### config.mk
export PLATFORM = sky130hd
export DESIGN_NAME = stack_bank_unit
export DESIGN_NICKNAME = d
export VERILOG_FILES = /design/src/rtl/sbu_pkg.sv /design/src/rtl/sbu_stack_ptr.sv /design/src/rtl/sbu_psw.sv /design/src/rtl/sbu_bank_addr.sv /design/src/rtl/stack_bank_unit.sv
export SDC_FILE = /design/constraint.sdc
export NUM_CORES = 1
export LEC_CHECK = 0
export BUFFER_PORTS_ARGS = -buffer_cell sky130_fd_sc_hd__buf_2
export CAP_MARGIN = 20
export CELL_PAD_IN_SITES_DETAIL_PLACEMENT = 1
export CELL_PAD_IN_SITES_GLOBAL_PLACEMENT = 1
export CORE_MARGIN = 8
export CORE_UTILIZATION = 31
export DETAILED_ROUTE_END_ITERATION = 10
export PLACE_DENSITY = 0.77
export SYNTH_ARGS = -nofsm -noshare
export SYNTH_HDL_FRONTEND = slang
export SYNTH_HIERARCHICAL = 1
export SYNTH_SLANG_ARGS = --single-unit
### constraint.sdc
create_clock -name clk -period 1.9 [get_ports clk]
set_input_delay 0.285 -clock clk [delete_from_list [all_inputs] [get_ports clk]]
set_output_delay 0.285 -clock clk [all_outputs]
set_load 0.005 [all_outputs]
### src/rtl/sbu_pkg.sv
package sbu_pkg;
  typedef enum logic [1:0] {
    ST_IDLE    = 2'd0,
    ST_CALL_HI = 2'd1,
    ST_RET_LO  = 2'd2
  } stk_state_e;

  localparam logic SEL_SP  = 1'b0;
  localparam logic SEL_PSW = 1'b1;

  localparam int BIT_CY = 7;
  localparam int BIT_AC = 6;
  localparam int BIT_F0 = 5;
  localparam int BIT_B1 = 4;
  localparam int BIT_B0 = 3;
  localparam int BIT_OV = 2;
  localparam int BIT_RV = 1;
  localparam int BIT_P  = 0;
endpackage

### src/rtl/sbu_stack_ptr.sv
module sbu_stack_ptr
  import sbu_pkg::*;
#(
  parameter int AW = 8,
  parameter int DW = 8,
  parameter int PCW = 16,
  parameter logic [AW-1:0] SP_RST = 8'h07
) (
  input  logic          clk,
  input  logic          rst_n,
  input  logic          push_req,
  input  logic [DW-1:0] push_data,
  input  logic          pop_req,
  input  logic          call_req,
  input  logic [PCW-1:0] call_pc,
  input  logic          ret_req,
  input  logic          sp_wr,
  input  logic [AW-1:0] sp_wdata,
  output logic [AW-1:0] sp_q,
  output logic          busy,
  output logic          ram_we,
  output logic [AW-1:0] ram_waddr,
  output logic [DW-1:0] ram_wdata,
  output logic          ram_re,
  output logic [AW-1:0] ram_raddr
);
  localparam logic [AW-1:0] ONE = {{(AW-1){1'b0}}, 1'b1};

  stk_state_e     state_q, state_d;
  logic [AW-1:0]  sp_d;
  logic [DW-1:0]  hi_q, hi_d;
  logic [AW-1:0]  sp_up, sp_dn;

  assign sp_up = sp_q + ONE;
  assign sp_dn = sp_q - ONE;
  assign busy  = (state_q != ST_IDLE);

  always_comb begin
    state_d   = state_q;
    sp_d      = sp_q;
    hi_d      = hi_q;
    ram_we    = 1'b0;
    ram_waddr = sp_up;
    ram_wdata = '0;
    ram_re    = 1'b0;
    ram_raddr = sp_q;
    unique case (state_q)
      ST_IDLE: begin
        if (call_req) begin
          ram_we    = 1'b1;
          ram_wdata = call_pc[DW-1:0];
          hi_d      = call_pc[PCW-1:DW];
          sp_d      = sp_up;
          state_d   = ST_CALL_HI;
        end else if (ret_req) begin
          ram_re  = 1'b1;
          sp_d    = sp_dn;
          state_d = ST_RET_LO;
        end else if (push_req) begin
          ram_we    = 1'b1;
          ram_wdata = push_data;
          sp_d      = sp_up;
        end else if (pop_req) begin
          ram_re = 1'b1;
          sp_d   = sp_dn;
        end
      end
      ST_CALL_HI: begin
        ram_we    = 1'b1;
        ram_wdata = hi_q;
        sp_d      = sp_up;
        state_d   = ST_IDLE;
      end
      ST_RET_LO: begin
        ram_re  = 1'b1;
        sp_d    = sp_dn;
        state_d = ST_IDLE;
      end
      default: state_d = ST_IDLE;
    endcase
    if (sp_wr) sp_d = sp_wdata;
  end

  always_ff @(posedge clk or negedge rst_n) begin
    if (!rst_n) begin
      state_q <= ST_IDLE;
      sp_q    <= SP_RST;
      hi_q    <= '0;
    end else begin
      state_q <= state_d;
      sp_q    <= sp_d;
      hi_q    <= hi_d;
    end
  end

  // pointer lands on the address just written
  p_push_lands_r2: assert property (@(posedge clk) disable iff (!rst_n)
    (ram_we && !sp_wr) |=> (sp_q == $past(ram_waddr)));

  // pointer ends one below the address just read
  p_pop_lands_r3: assert property (@(posedge clk) disable iff (!rst_n)
    (ram_re && !sp_wr) |=> (sp_q == $past(ram_raddr) - ONE));

  // accepted call continues with its high byte
  p_call_hi_r4: assert property (@(posedge clk) disable iff (!rst_n)
    (!busy && call_req) |=> (busy && ram_we && ram_wdata == $past(call_pc[PCW-1:DW])));

  // accepted return continues with its low-byte read
  p_ret_lo_r5: assert property (@(posedge clk) disable iff (!rst_n)
    (!busy && ret_req && !call_req) |=> (busy && ram_re && !ram_we));

  // never a read and a write together
  p_one_access_r6: assert property (@(posedge clk) disable iff (!rst_n)
    !(ram_we && ram_re));
endmodule

### src/rtl/sbu_psw.sv
module sbu_psw
  import sbu_pkg::*;
#(
  parameter int DW = 8,
  parameter int BS_W = 2
) (
  input  logic            clk,
  input  logic            rst_n,
  input  logic [DW-1:0]   acc,
  input  logic            flag_we,
  input  logic            cy_in,
  input  logic            ac_in,
  input  logic            ov_in,
  input  logic            psw_wr,
  input  logic [DW-1:0]   psw_wdata,
  output logic [DW-1:0]   psw_q,
  output logic [BS_W-1:0] bank
);
  logic cy_q, ac_q, f0_q, ov_q, par_q;
  logic [BS_W-1:0] bank_q;

  always_ff @(posedge clk or negedge rst_n) begin
    if (!rst_n) begin
      cy_q   <= 1'b0;
      ac_q   <= 1'b0;
      f0_q   <= 1'b0;
      ov_q   <= 1'b0;
      bank_q <= '0;
      par_q  <= 1'b0;
    end else begin
      par_q <= ^acc;
      if (psw_wr) begin
        f0_q   <= psw_wdata[BIT_F0];
        bank_q <= psw_wdata[BIT_B1:BIT_B0];
      end
      if (flag_we) begin
        cy_q <= cy_in;
        ac_q <= ac_in;
        ov_q <= ov_in;
      end else if (psw_wr) begin
        cy_q <= psw_wdata[BIT_CY];
        ac_q <= psw_wdata[BIT_AC];
        ov_q <= psw_wdata[BIT_OV];
      end
    end
  end

  assign psw_q = {cy_q, ac_q, f0_q, bank_q, ov_q, 1'b0, par_q};
  assign bank  = bank_q;

  // parity flag makes accumulator plus flag even
  p_even_parity_r8: assert property (@(posedge clk) disable iff (!rst_n)
    $past(rst_n) |-> ((^{$past(acc), psw_q[BIT_P]}) == 1'b0));

  // ALU flags land in carry, half-carry, overflow
  p_flag_load_r10: assert property (@(posedge clk) disable iff (!rst_n)
    flag_we |=> (psw_q[BIT_CY] == $past(cy_in) && psw_q[BIT_AC] == $past(ac_in)
                 && psw_q[BIT_OV] == $past(ov_in)));

  // register write loads the upper six bits
  p_psw_write_r9: assert property (@(posedge clk) disable iff (!rst_n)
    (psw_wr && !flag_we) |=> (psw_q[7:2] == $past(psw_wdata[7:2]) && !psw_q[BIT_RV]));
endmodule

### src/rtl/sbu_bank_addr.sv
module sbu_bank_addr #(
  parameter int AW = 8,
  parameter int RN_W = 3,
  parameter int BS_W = 2
) (
  input  logic [RN_W-1:0] rn_sel,
  input  logic [BS_W-1:0] bank,
  output logic [AW-1:0]   rn_addr
);
  localparam int PAD_W = AW - BS_W - RN_W;

  generate
    if (PAD_W > 0) begin : g_pad
      assign rn_addr = {{PAD_W{1'b0}}, bank, rn_sel};
    end else begin : g_nopad
      assign rn_addr = {bank, rn_sel};
    end
  endgenerate
endmodule

### src/rtl/stack_bank_unit.sv
module stack_bank_unit
  import sbu_pkg::*;
#(
  parameter int AW = 8,
  parameter int DW = 8,
  parameter int PCW = 16,
  parameter int RN_W = 3,
  parameter int BS_W = 2,
  parameter logic [AW-1:0] SP_RST = 8'h07
) (
  input  logic           clk,
  input  logic           rst_n,
  input  logic           push_req,
  input  logic [DW-1:0]  push_data,
  input  logic           pop_req,
  input  logic           call_req,
  input  logic [PCW-1:0] call_pc,
  input  logic           ret_req,
  output logic           busy,
  output logic           ram_we,
  output logic [AW-1:0]  ram_waddr,
  output logic [DW-1:0]  ram_wdata,
  output logic           ram_re,
  output logic [AW-1:0]  ram_raddr,
  input  logic [RN_W-1:0] rn_sel,
  output logic [AW-1:0]  rn_addr,
  input  logic [DW-1:0]  acc,
  input  logic           flag_we,
  input  logic           cy_in,
  input  logic           ac_in,
  input  logic           ov_in,
  input  logic           sfr_we,
  input  logic           sfr_sel,
  input  logic [DW-1:0]  sfr_wdata,
  output logic [DW-1:0]  sfr_rdata
);
  logic [AW-1:0]   sp_q;
  logic [DW-1:0]   psw_q;
  logic [BS_W-1:0] bank;
  logic            sp_wr, psw_wr;

  assign sp_wr  = sfr_we && (sfr_sel == SEL_SP);
  assign psw_wr = sfr_we && (sfr_sel == SEL_PSW);

  sbu_stack_ptr #(.AW(AW), .DW(DW), .PCW(PCW), .SP_RST(SP_RST)) u_sp (
    .clk(clk), .rst_n(rst_n),
    .push_req(push_req), .push_data(push_data), .pop_req(pop_req),
    .call_req(call_req), .call_pc(call_pc), .ret_req(ret_req),
    .sp_wr(sp_wr), .sp_wdata(sfr_wdata[AW-1:0]), .sp_q(sp_q), .busy(busy),
    .ram_we(ram_we), .ram_waddr(ram_waddr), .ram_wdata(ram_wdata),
    .ram_re(ram_re), .ram_raddr(ram_raddr)
  );

  sbu_psw #(.DW(DW), .BS_W(BS_W)) u_psw (
    .clk(clk), .rst_n(rst_n), .acc(acc),
    .flag_we(flag_we), .cy_in(cy_in), .ac_in(ac_in), .ov_in(ov_in),
    .psw_wr(psw_wr), .psw_wdata(sfr_wdata), .psw_q(psw_q), .bank(bank)
  );

  sbu_bank_addr #(.AW(AW), .RN_W(RN_W), .BS_W(BS_W)) u_bank (
    .rn_sel(rn_sel), .bank(bank), .rn_addr(rn_addr)
  );

  always_comb begin
    sfr_rdata = psw_q;
    if (sfr_sel == SEL_SP) sfr_rdata = sp_q;
  end

  // bank field of the register address follows the status word
  p_bank_field_r7: assert property (@(posedge clk) disable iff (!rst_n)
    (rn_addr[RN_W+BS_W-1:RN_W] == psw_q[BIT_B1:BIT_B0]) && (rn_addr[RN_W-1:0] == rn_sel));

  // pointer write wins over any stack update
  p_sp_write_r11: assert property (@(posedge clk) disable iff (!rst_n)
    sp_wr |=> (sp_q == $past(sfr_wdata)));
endmodule

==> flow_summary.json <==
{
  "rsz0062_at_grt": "yes",
  "hold_viol_final": 0,
  "place.port_buffers": 88,
  "path_delay_family": "compound AO/OA/AOI/OAI gates",
  "fin_crit_sh_pct": 107.9,
  "num_io_pins": 98,
  "critPathLaunchType": "flop",
  "clock-sinks": 25,
  "fp.dieArea_um2": 9546,
  "grt_usage_pct": 14.59,
  "cts_buffers": 3,
  "finalCriticalPeriod_ns": 2.050,
  "critical_path_required_ns": 2.06,
  "gp_congestion": 0.8200,
  "maxCapViolations": 0,
  "worst_pin_slew_ns": 0.6323,
  "synth-seq-cells": 25,
  "cp_cell_sequence": "inv_2 > buf_4 > ha_2 > or3_4 > o41a_1 > o221ai_2 > a221oi_2 > a21oi_1",
  "fmax_mhz": 487.8,
  "synth_warnings": 6,
  "grt_max_degree": 26,
  "cts_tree": "built",
  "dr.pass1.iters": 4,
  "drc": 0,
  "cts.path.max_buffers": 2,
  "cts-root-buf": "clkbuf_8",
  "antenna_found_initial": 0,
  "crit_fanout": 5,
  "fin_nets": 389,
  "path_clk_slew_ns": 0.10,
  "drt_iter0_markers": 60,
  "finalPower_mw": 3.655,
  "drt-wirelength-per-cell_um": 18.50,
  "p_leak_nw": 1.527,
  "synth-async-reset-ratio_pct": 100.0,
  "drtAntennaViolNets": 0,
  "irDropWorstVdd_v": 0.0004005,
  "wl_um": 7494,
  "worst_slack_ns": -0.1500,
  "row_count": 29,
  "grt_overflow": 0,
  "setup_violations": 14,
  "initial_core_util_pct": 32.22,
  "clk_latency_ns": 0.27,
  "num-fill-cells": 753,
  "arrival_ns": 2.21,
  "max_stage_delay_ns": 0.42,
  "syn_avg_cell_area_um2": 9.407,
  "worst_hold_path_type": "input port to asynchronous set/reset pin",
  "skew_ns": 0.008765,
  "slew_headroom_pct": 57.85,
  "synthFlopType": "dfrtp_1",
  "cts_hold_buf": 0,
  "vias": 2030,
  "syn2layout_area_growth_pct": 48.91,
  "status": "finished, violations left",
  "power_density_nw_per_um2": 1186,
  "htree_num_levels": 1,
  "final_util_pct": 47.98,
  "grt_pass1_vias": 2305,
  "yosysSeqAreaShare_pct": 30.41,
  "insertedDiodeCount": 0,
  "syn_area_um2": 2069,
  "cpMaxStageDelayCell": "dfrtp_1",
  "synth_cell_type_count": 45,
  "end_kind": "flop",
  "syn_inst": 220,
  "grt_pass1_wl_um": 11470,
  "critPathBufInv": 2,
  "synth-edff-count": 0,
  "core_um2": 6422,
  "via_per_inst": 5.012,
  "slew_viol_final": 0,
  "post-dp-hpwl_um": 5375,
  "die_x_um": 97.71,
  "die_y_um": 97.71,
  "critical_path_class": "flop to flop",
  "violations": "setup timing",
  "drive_gt1_share_pct": 63.11
}
==> per-stage QoR <==
stage	area (um^2)	std cells	hold slack, ns	setup TNS (ns)	setup WS, ns
after global placement	2619	383	0.3271	-1.585	-0.1501
after CTS	2851	397	0.02929	-0.8118	-0.09312
after floorplan	2078	222	-0.01059	0	0.009442
final	3082	405	0.01397	-0.9280	-0.1500
after global routing	3082	405	0.06729	-2.619	-0.2229
after detailed placement	2619	383	0.3455	-3.719	-0.3450
==> sequential cells by signal, indices dropped and copies added, names as in the netlist <==
register	flops
u_psw/ac_q	1
u_psw/f0_q	1
u_psw/ov_q	1
u_sp/ram_raddr	8
u_sp/hi_q	8
u_sp/state_q	2
u_psw/bank	2
u_psw/par_q	1
u_psw/cy_q	1
==> timing repair <==
item | 4_1_cts | 5_1_grt
pin swaps | 13 | 18
endpoints found under the setup margin | 20 | 20
hold endpoints to repair | 0 | 0
gates resized for setup | 26 | 35
setup buffers | 11 | 10
==> cells in the final DEF (no fill, tap or decap), types with 4 or more instances in the layout <==
master	instances
a21oi_1	10
conb_1	4
a221oi_2	4
mux2i_1	4
xnor2_1	6
inv_1	17
buf_6	10
mux2_4	8
mux2_2	11
dfrtp_1	20
nor2_1	9
buf_2	88
nand2_1	12
buf_4	38
o21ai_0	5
xor2_1	8
a222oi_1	8
==> synthesized netlist by cell type (5+ instances only) <==
library cell / instances / area (um^2)
o21ai_0: 5 / 25.02
nand2_1: 13 / 48.80
mux2_4: 8 / 120.1
nor3_1: 5 / 25.02
a21oi_1: 10 / 50.05
buf_4: 24 / 180.2
a221oi_1: 5 / 43.79
a222oi_1: 8 / 80.08
nor2_1: 13 / 48.80
inv_1: 19 / 71.32
xor2_1: 8 / 70.07
xnor2_1: 8 / 70.07
dfrtp_1: 22 / 550.5
mux2_2: 11 / 123.9
ha_1: 5 / 62.56
==> routing by layer <==
layer  vias up  global-route usage [%]  share of wire (%)
met5         -                       0                  0
met4         0                   3.957                1.2
met3         8                   4.656                6.6
met2        80                   26.57                 53
met1       974                   15.79                 39
li1        968                       -                  -
==> power by group <==
group / switching (mW) / internal (mW) / total [mW]
logic: 1.14 / 1.27 / 2.41
clock network: 0.186 / 0.150 / 0.337
registers: 0.189 / 0.716 / 0.905
total: 1.51 / 2.14 / 3.65
==> worst paths after layout <==
kind	start	to	slack [ns]	depth (start not counted)
hold reg to reg	u_psw/f0_q	u_psw/f0_q	0.53	1
setup reg to reg	u_sp/state_q[0]	u_sp/ram_raddr[5]	-0.15	8
hold / removal	rst_n	u_sp/state_q[0]	0.01	1
setup / recovery	u_sp/state_q[0]	u_sp/ram_raddr[5]	-0.15	8
max in group asynchronous	rst_n	u_sp/ram_raddr[4]	1.44	1
min in group clk	sfr_wdata[1]	u_sp/ram_raddr[1]	0.22	3
==> kinds of logic (layout without fill, tap and decap cells) <==
group | Yosys count | after routing | synth area share (%)
buffers and inverters | 54 | 160 | 15.05
AND/OR/NAND/NOR | 49 | 49 | 12.39
other | 2 | 4 | 0.3629
multiplexers | 23 | 23 | 13.72
adder cells (fa/ha/maj) | 5 | 5 | 3.023
flip-flops | 25 | 25 | 30.41
XOR/XNOR | 16 | 16 | 6.772
AO/OA/AOI/OAI | 46 | 46 | 18.26
==> worst reg2reg max path, cell delays in order (launching register included) <==
cell and delay (ns):
dfrtp_1 0.42, inv_2 0.09, buf_4 0.10, ha_2 0.23
or3_4 0.16, o41a_1 0.34, o221ai_2 0.16, a221oi_2 0.35
a21oi_1 0.08
==> final cells by class <==
| class | count | area (um^2) | area share, % |
|---|---|---|---|
| Timing Repair Buffer | 137 | 858.3 | 27.85 |
| Inverter | 19 | 71.32 | 2.314 |
| Sequential cell | 25 | 631.9 | 20.50 |
| Clock buffer | 4 | 45.04 | 1.462 |
| Multi-Input combinational cell | 143 | 1379 | 44.74 |
| Tap cell | 77 | 96.34 | 3.126 |
Note: power is estimated with default switching activity, not from simulation.
